[config.mk]
export PLATFORM = sky130hd
export DESIGN_NAME = edge_stamp_unit
export DESIGN_NICKNAME = d
export VERILOG_FILES = /design/src/rtl/edge_stamp_pkg.sv /design/src/rtl/edge_stamp_ctrl.sv /design/src/rtl/edge_stamp_dp.sv /design/src/rtl/edge_stamp_unit.sv
export SDC_FILE = /design/constraint.sdc
export NUM_CORES = 1
export LEC_CHECK = 0
export BUFFER_PORTS_ARGS = -buffer_cell sky130_fd_sc_hd__buf_2
export CORE_UTILIZATION = 50
export DETAILED_ROUTE_END_ITERATION = 16
export PLACE_DENSITY = 0.84
export RECOVER_POWER = 25
export SLEW_MARGIN = 20
export SYNTH_ARGS = -nofsm -noshare
export SYNTH_HDL_FRONTEND = slang
export SYNTH_HIERARCHICAL = 1
export SYNTH_SLANG_ARGS = --single-unit
[constraint.sdc]
create_clock -name clk -period 2.6 [get_ports clk]
set_input_delay 0.52 -clock clk [delete_from_list [all_inputs] [get_ports clk]]
set_output_delay 0.52 -clock clk [all_outputs]
set_load 0.02 [all_outputs]
[src/rtl/edge_stamp_pkg.sv]
package edge_stamp_pkg;

  typedef enum logic [3:0] {
    MODE_OFF    = 4'b0000,
    MODE_FALL   = 4'b0001,
    MODE_RISE   = 4'b0010,
    MODE_RISE4  = 4'b0011,
    MODE_RISE16 = 4'b0100
  } modeE;

  // Strobes handed from control to datapath each cycle
  typedef struct packed {
    logic capture;
    logic clearTime;
  } stampStrobesT;

endpackage

[src/rtl/edge_stamp_ctrl.sv]
module edge_stamp_ctrl
  import edge_stamp_pkg::*;
#(
  parameter int SYNC_STAGES = 2,
  parameter int DIV_LO      = 4,
  parameter int DIV_HI      = 16
) (
  input  logic         clk,
  input  logic         rstN,
  input  logic         capIn,
  input  logic         cfgWrEn,
  input  logic [3:0]   cfgMode,
  input  logic         cfgRstEn,
  output stampStrobesT strobes
);

  localparam int CNT_W = $clog2(DIV_HI);
  localparam int LO_W  = $clog2(DIV_LO);

  logic [SYNC_STAGES-1:0] syncChain;
  logic                   syncLvl;
  logic                   prevLvl;
  logic                   riseSeen;
  logic                   fallSeen;
  logic [3:0]             modeQ;
  logic                   rstEnQ;
  modeE                   modeSel;
  logic                   modeActive;
  logic [CNT_W-1:0]       riseCnt;
  logic                   hit;

  // synchronizer chain, length chosen by parameter
  generate
    if (SYNC_STAGES == 1) begin : g_sync_one
      always_ff @(posedge clk) begin
        if (!rstN) syncChain <= '0;
        else       syncChain <= capIn;
      end
    end else begin : g_sync_many
      always_ff @(posedge clk) begin
        if (!rstN) syncChain <= '0;
        else       syncChain <= {syncChain[SYNC_STAGES-2:0], capIn};
      end
    end
  endgenerate

  assign syncLvl = syncChain[SYNC_STAGES-1];

  always_ff @(posedge clk) begin
    if (!rstN) prevLvl <= 1'b0;
    else       prevLvl <= syncLvl;
  end

  assign riseSeen = syncLvl & ~prevLvl;
  assign fallSeen = ~syncLvl & prevLvl;

  // configuration register
  always_ff @(posedge clk) begin
    if (!rstN) begin
      modeQ  <= MODE_OFF;
      rstEnQ <= 1'b0;
    end else if (cfgWrEn) begin
      modeQ  <= cfgMode;
      rstEnQ <= cfgRstEn;
    end
  end

  always_comb begin
    case (modeQ)
      MODE_FALL:   modeSel = MODE_FALL;
      MODE_RISE:   modeSel = MODE_RISE;
      MODE_RISE4:  modeSel = MODE_RISE4;
      MODE_RISE16: modeSel = MODE_RISE16;
      default:     modeSel = MODE_OFF;
    endcase
  end

  assign modeActive = (modeSel != MODE_OFF);

  // rising-transition divider; kept across active mode changes
  always_ff @(posedge clk) begin
    if (!rstN)            riseCnt <= '0;
    else if (!modeActive) riseCnt <= '0;
    else if (riseSeen)    riseCnt <= riseCnt + 1'b1;
  end

  always_comb begin
    case (modeSel)
      MODE_RISE:   hit = riseSeen;
      MODE_FALL:   hit = fallSeen;
      MODE_RISE4:  hit = riseSeen && (riseCnt[LO_W-1:0] == {LO_W{1'b1}});
      MODE_RISE16: hit = riseSeen && (riseCnt == {CNT_W{1'b1}});
      default:     hit = 1'b0;
    endcase
  end

  assign strobes.capture   = hit;
  assign strobes.clearTime = hit & rstEnQ;


  off_count_zero_chk: assert property (@(posedge clk) disable iff (!rstN)
    !modeActive |=> (riseCnt == '0));


  rise_needs_edge_chk: assert property (@(posedge clk) disable iff (!rstN)
    (modeSel == MODE_RISE && strobes.capture) |-> (syncLvl && !$past(syncLvl)));


  fall_needs_edge_chk: assert property (@(posedge clk) disable iff (!rstN)
    (modeSel == MODE_FALL && strobes.capture) |-> (!syncLvl && $past(syncLvl)));

endmodule

[src/rtl/edge_stamp_dp.sv]
module edge_stamp_dp
  import edge_stamp_pkg::*;
#(
  parameter int TB_W = 16
) (
  input  logic            clk,
  input  logic            rstN,
  input  stampStrobesT    strobes,
  input  logic            tbWrEn,
  input  logic [TB_W-1:0] tbWrData,
  input  logic            flagClr,
  output logic [TB_W-1:0] timeBase,
  output logic [TB_W-1:0] capReg,
  output logic            flag
);

  // time base: write beats clear-on-capture, which beats increment
  always_ff @(posedge clk) begin
    if (!rstN)                  timeBase <= '0;
    else if (tbWrEn)            timeBase <= tbWrData;
    else if (strobes.clearTime) timeBase <= '0;
    else                        timeBase <= timeBase + 1'b1;
  end

  always_ff @(posedge clk) begin
    if (!rstN)                capReg <= '0;
    else if (strobes.capture) capReg <= timeBase;
  end

  // sticky flag, a new capture wins over the clear
  always_ff @(posedge clk) begin
    if (!rstN)                flag <= 1'b0;
    else if (strobes.capture) flag <= 1'b1;
    else if (flagClr)         flag <= 1'b0;
  end


  tb_step_chk: assert property (@(posedge clk) disable iff (!rstN)
    (!tbWrEn && !strobes.clearTime) |=> (timeBase == TB_W'($past(timeBase) + 1'b1)));


  tb_write_chk: assert property (@(posedge clk) disable iff (!rstN)
    tbWrEn |=> (timeBase == $past(tbWrData)));


  tb_clear_chk: assert property (@(posedge clk) disable iff (!rstN)
    (strobes.clearTime && !tbWrEn) |=> (timeBase == '0));


  cap_value_chk: assert property (@(posedge clk) disable iff (!rstN)
    strobes.capture |=> (capReg == $past(timeBase)));


  flag_set_chk: assert property (@(posedge clk) disable iff (!rstN)
    strobes.capture |=> flag);


  flag_clr_chk: assert property (@(posedge clk) disable iff (!rstN)
    (flagClr && !strobes.capture) |=> !flag);

endmodule

[src/rtl/edge_stamp_unit.sv]
module edge_stamp_unit
  import edge_stamp_pkg::*;
#(
  parameter int TB_W        = 16,
  parameter int SYNC_STAGES = 2
) (
  input  logic            clk,
  input  logic            rstN,
  input  logic            capIn,
  input  logic            cfgWrEn,
  input  logic [3:0]      cfgMode,
  input  logic            cfgRstEn,
  input  logic            tbWrEn,
  input  logic [TB_W-1:0] tbWrData,
  input  logic            flagClr,
  output logic [TB_W-1:0] tbValue,
  output logic [TB_W-1:0] capBuf,
  output logic            capFlag
);

  stampStrobesT strobes;

  edge_stamp_ctrl #(
    .SYNC_STAGES(SYNC_STAGES),
    .DIV_LO     (4),
    .DIV_HI     (16)
  ) u_ctrl (
    .clk     (clk),
    .rstN    (rstN),
    .capIn   (capIn),
    .cfgWrEn (cfgWrEn),
    .cfgMode (cfgMode),
    .cfgRstEn(cfgRstEn),
    .strobes (strobes)
  );

  edge_stamp_dp #(
    .TB_W(TB_W)
  ) u_dp (
    .clk     (clk),
    .rstN    (rstN),
    .strobes (strobes),
    .tbWrEn  (tbWrEn),
    .tbWrData(tbWrData),
    .flagClr (flagClr),
    .timeBase(tbValue),
    .capReg  (capBuf),
    .flag    (capFlag)
  );

endmodule

# Word level (Yosys, flattened, before mapping)
# Cells that the tools add are included.
# op_classes
reduce_logical	5
mux	6
add_sub_neg	2
bitwise	5
eq_ne	10
# ops
operator	n
16-bit two-way mux	2
16-bit by 1-bit adder with 16-bit output, second input constant	1
3-bit one-hot mux with 4 select lines	1
4-bit by 2-bit == test with 1-bit output, second input constant	2
3-bit by 2-bit == test with 1-bit output, second input constant	2
4-bit by 1-bit adder with 4-bit output, second input constant	1
4-bit by 1-bit == test with 1-bit output, second input constant	1
4-bit by 3-bit == test with 1-bit output, second input constant	1
4-bit == test, second input constant	1
1-bit one-hot mux with 4 select lines	1
4-bit nonzero test	1
1-bit bitwise AND	3
3-bit by 1-bit == test with 1-bit output, second input constant	1
3-bit == test, second input constant	1
2-bit == test, second input constant	1
1-bit logical AND	2
1-bit two-way mux	2
1-bit inverter	2
2-bit AND reduction	1
2-bit nonzero test	1
# word_totals
word_cells	36
output_inout_bits	33
input_bits	27
ff_bits	45

# Depth between registers and ports, before layout
# logic_depth
depth_word	7
ltp_mapped	10

# Modules after synthesis
# The synthesis kept the hierarchy.
# by_module_without_submodules
module	cells_each	instances	area_each_um2
edge_stamp_dp	154	1	1452.6
edge_stamp_ctrl	53	1	568.0

# Worst setup path before layout
# No wires, ideal clock.
# synth_path
path_kind	flip-flop to flip-flop
from	register u_ctrl.riseCnt[0]
to	register u_dp.capReg[8]
path_stages_with_launch	11
setup_ns	0.117
slack_ns	0.712
required_time_ns	2.483
arrival_time_ns	1.772
n_path_buf	3
cell_sequence	dfxtp_1 ha_1 nand4b_1 nor3_2 nand3_1 nand2_1 buf_4 buf_2 buf_2 mux2i_1 nor2b_1
# synth_via
elab_chain_len	3
elab_cells_between_ends	5
# synth_lines
item	line	text
from (decl)	edge_stamp_ctrl.sv:29	logic [CNT_W-1:0] riseCnt;
from (signal assigned)	edge_stamp_ctrl.sv:84	else if (riseSeen) riseCnt <= riseCnt + 1'b1;
4-bit == test or 2-bit == test (tied branches)	edge_stamp_ctrl.sv:92, edge_stamp_ctrl.sv:91	
1-bit logical AND (on tied branches)	edge_stamp_ctrl.sv:92, edge_stamp_ctrl.sv:91	
1-bit one-hot mux with 4 select lines *	edge_stamp_ctrl.sv:88	case (modeSel)
net u_ctrl.hit	edge_stamp_ctrl.sv:30	logic hit;
to (signal assigned)	edge_stamp_dp.sv:27	else if (strobes.capture) capReg <= timeBase;
to (decl)	edge_stamp_dp.sv:13	output logic [TB_W-1:0] capReg,
# The timed path passes the listed nets; every way through them passes the cells marked *.
# A chain may end at the register's enable or synchronous reset.

==> reports/results.ini <==
[outcome]
status = finished, final reports clean

[timing]
finalHoldViolCount = 0
period_share_pct = 83.5
post-route-worst-setup-slack_ns = 0.429
setup_viol = 0
fin_crit_ns = 2.17
fin_setup_tns_ns = 0
worst_slew_pin_slew_ns = 1.09
slew_headroom_pct = 27.5
fmax_mhz = 461
rsz0062_at_grt = no
finalClockSkew_ns = 0.00487
finalMaxSlewViolations = 0

[clock_tree]
ctsHoldBuffers = 0
clockBufferDepth = 2
htreeDepth = 2
cts_setup_buffers = 0
ctsResizeCount = 0
cts_tree = yes
cts_sinks = 45
cts_root_buffer = clkbuf_8
clk_latency_ns = 0.29
clk_pin_slew_ns = 0.08
cts_buffers = 5

[global_route]
grt_pass1_wl_mm = 7.02
grt_pass1_vias = 1545
grt_util_all_layers_pct = 21.7
grt_max_degree = 35
antenna_found_initial = 0
overflow = 0

[synth]
ys_warn_count = 6
synth_edf_count = 0
synth_area_per_cell_sq_um = 9.76
synth.distinct_cells = 43
synth-main-ff-cell = dfxtp_1
synth_seq_cells = 45
syn_nets = 236
async_flop_share_pct = 0
yosysTopAreaCellShare_pct = 44.6
syn-instance-count = 207
synth_top_area_cell = dfxtp_1
synth_area_sq_um = 2020
synth_seq_area_share_pct = 44.6
synthTopCellsByArea = dfxtp_1 (45%), mux2i_1 (11%), nor2b_1 (8.4%)

[route]
drc_errors = 0
wire_per_inst_microns = 13.7
drt-initial-drc-count = 69
viasPerCell = 5.31
vias = 1658
wl_mm = 4.29
firstDrtPassIters = 5
ant_nets = 0

[placement]
io_buffers = 59
gp_congestion = 0.783
post-place-ws_ns = 0.523
dp.final_hpwl_mm = 3.09
place_area_sq_um = 2340

[worst_setup_path]
crit_arrival_ns = 2.41
crit_required_ns = 2.83
start_kind = register
crit_fanout = 6
critical_path_class = register to register
cp-end-kind = register

[die]
ioPinCount = 60
rows = 22
start_util_pct = 53.6
die_h_microns = 65.6
die_w_microns = 65.6
die_area_sq_um = 4300
core_sq_um = 3770

[min_path]
hold_path_class = primary input to register

[cells_and_area]
syn_to_final_growth_pct = 19.7
n_antenna_cell = 0
drive_above_1_share_pct = 26.1
fin_area_sq_um = 2420
final_cell_mix = buf_2 (51), dfxtp_1 (45), nor2b_1 (27)
final_common_cell = buf_2
fillers = 326
nets = 293

[power_and_ir_drop]
powerDensity_nw_per_um2 = 543
p_leak_uw = 0.000970
vdd_drop_max_v = 0.000496

[run]
drv_cap = 0

[flip-flops by register name, indices dropped and copies added, names as in the netlist]
register	cells
u_dp/flag	1
u_dp/timeBase	16
u_ctrl/prevLvl	1
u_ctrl/rstEnQ	1
u_ctrl/syncChain	2
u_ctrl/modeQ	4
u_dp/capReg	16
u_ctrl/riseCnt	4
[final timing paths]
path	slack (ns)	depth (start not counted)	endpoint	start
min	0.42	3	u_dp/timeBase[11]$_SDFF_PN0_	tbWrData[11]
min reg2reg	0.44	1	u_ctrl/syncChain[1]$_SDFF_PN0_	u_ctrl/syncChain[0]$_SDFF_PN0_
max	0.43	8	u_dp/timeBase[15]$_SDFF_PN0_	u_ctrl/riseCnt[0]$_SDFFE_PN0P_
max reg2reg	0.43	8	u_dp/timeBase[15]$_SDFF_PN0_	u_ctrl/riseCnt[0]$_SDFFE_PN0P_
[metal layers]
metal	global-route usage, %	up-vias	wire [microns]
met5	0	-	0
met4	10.6	0	106
met1	27.7	777	2000
li1	-	825	-
met3	5.03	11	179
met2	34.1	45	2000
[synthesized netlist by cell type, types with 2 or more instances]
| library cell | instances |
|---|---|
| nor2_1 | 6 |
| mux2i_1 | 22 |
| nand3_1 | 10 |
| dfxtp_1 | 45 |
| buf_2 | 5 |
| nand2_1 | 16 |
| xor2_1 | 7 |
| nor2_2 | 2 |
| xnor2_1 | 9 |
| nor3_1 | 4 |
| and3_1 | 2 |
| o21ai_1 | 2 |
| a22oi_1 | 4 |
| or3_1 | 2 |
| nor2b_1 | 27 |
| ha_1 | 2 |
| o21ai_0 | 8 |
| and2_1 | 3 |
| nor4_1 | 2 |
| nand4_1 | 3 |
| clkbuf_1 | 4 |
[through the flow]
| step | total power [uW] | hold WS [ns] | std cells | utilization, % |
|---|---|---|---|---|
| 2_1_floorplan | 842 | 0.412 | 207 | - |
| 3_3_place_gp | 894 | 0.421 | 305 | 62.2 |
| 3_5_place_dp | 898 | 0.422 | 305 | 62.2 |
| 4_1_cts | 1320 | 0.420 | 312 | 64.6 |
| 5_1_grt | 1370 | 0.421 | 312 | 64.1 |
| 6_report | 1310 | 0.425 | 312 | 64.1 |
[report_power, final]
part	internal [uW]	total (uW)	switching, uW
sequential	712	747	34.6
combinational	62.5	134	71.7
clock	210	432	222
total	984	1310	328
[cell type report]
| class | count | area [sq um] | area share, % |
|---|---|---|---|
| Clock buffer | 6 | 82.6 | 3.41 |
| Clock inverter | 1 | 7.51 | 0.310 |
| Inverter | 1 | 3.75 | 0.155 |
| Timing Repair Buffer | 61 | 313 | 12.9 |
| Sequential cell | 45 | 901 | 37.2 |
| Multi-Input combinational cell | 150 | 1050 | 43.5 |
| Tap cell | 48 | 60.1 | 2.48 |
[kinds of logic (layout without fill, tap and decap cells)]
kind of cell | Yosys count | count (layout) | share of synthesized area (%)
and+or+nand+nor | 90 | 90 | 27.2
AOI/OAI and AO/OA | 20 | 20 | 6.07
DFF | 45 | 45 | 44.6
buffers and inverters | 12 | 69 | 3.10
muxes | 22 | 22 | 10.9
adders and majority gates | 2 | 2 | 1.24
xor gates and xnor gates | 16 | 16 | 6.94
[worst max-delay path, stage by stage (launching register included)]
cell	delay, ns
dfxtp_1	0.36
ha_1	0.25
nand2b_1	0.15
a31oi_1	0.22
a21boi_1	0.13
nor2_2	0.27
nand2_1	0.11
or4b_1	0.54
nand3_1	0.09
(Power assumes the default switching activity.)
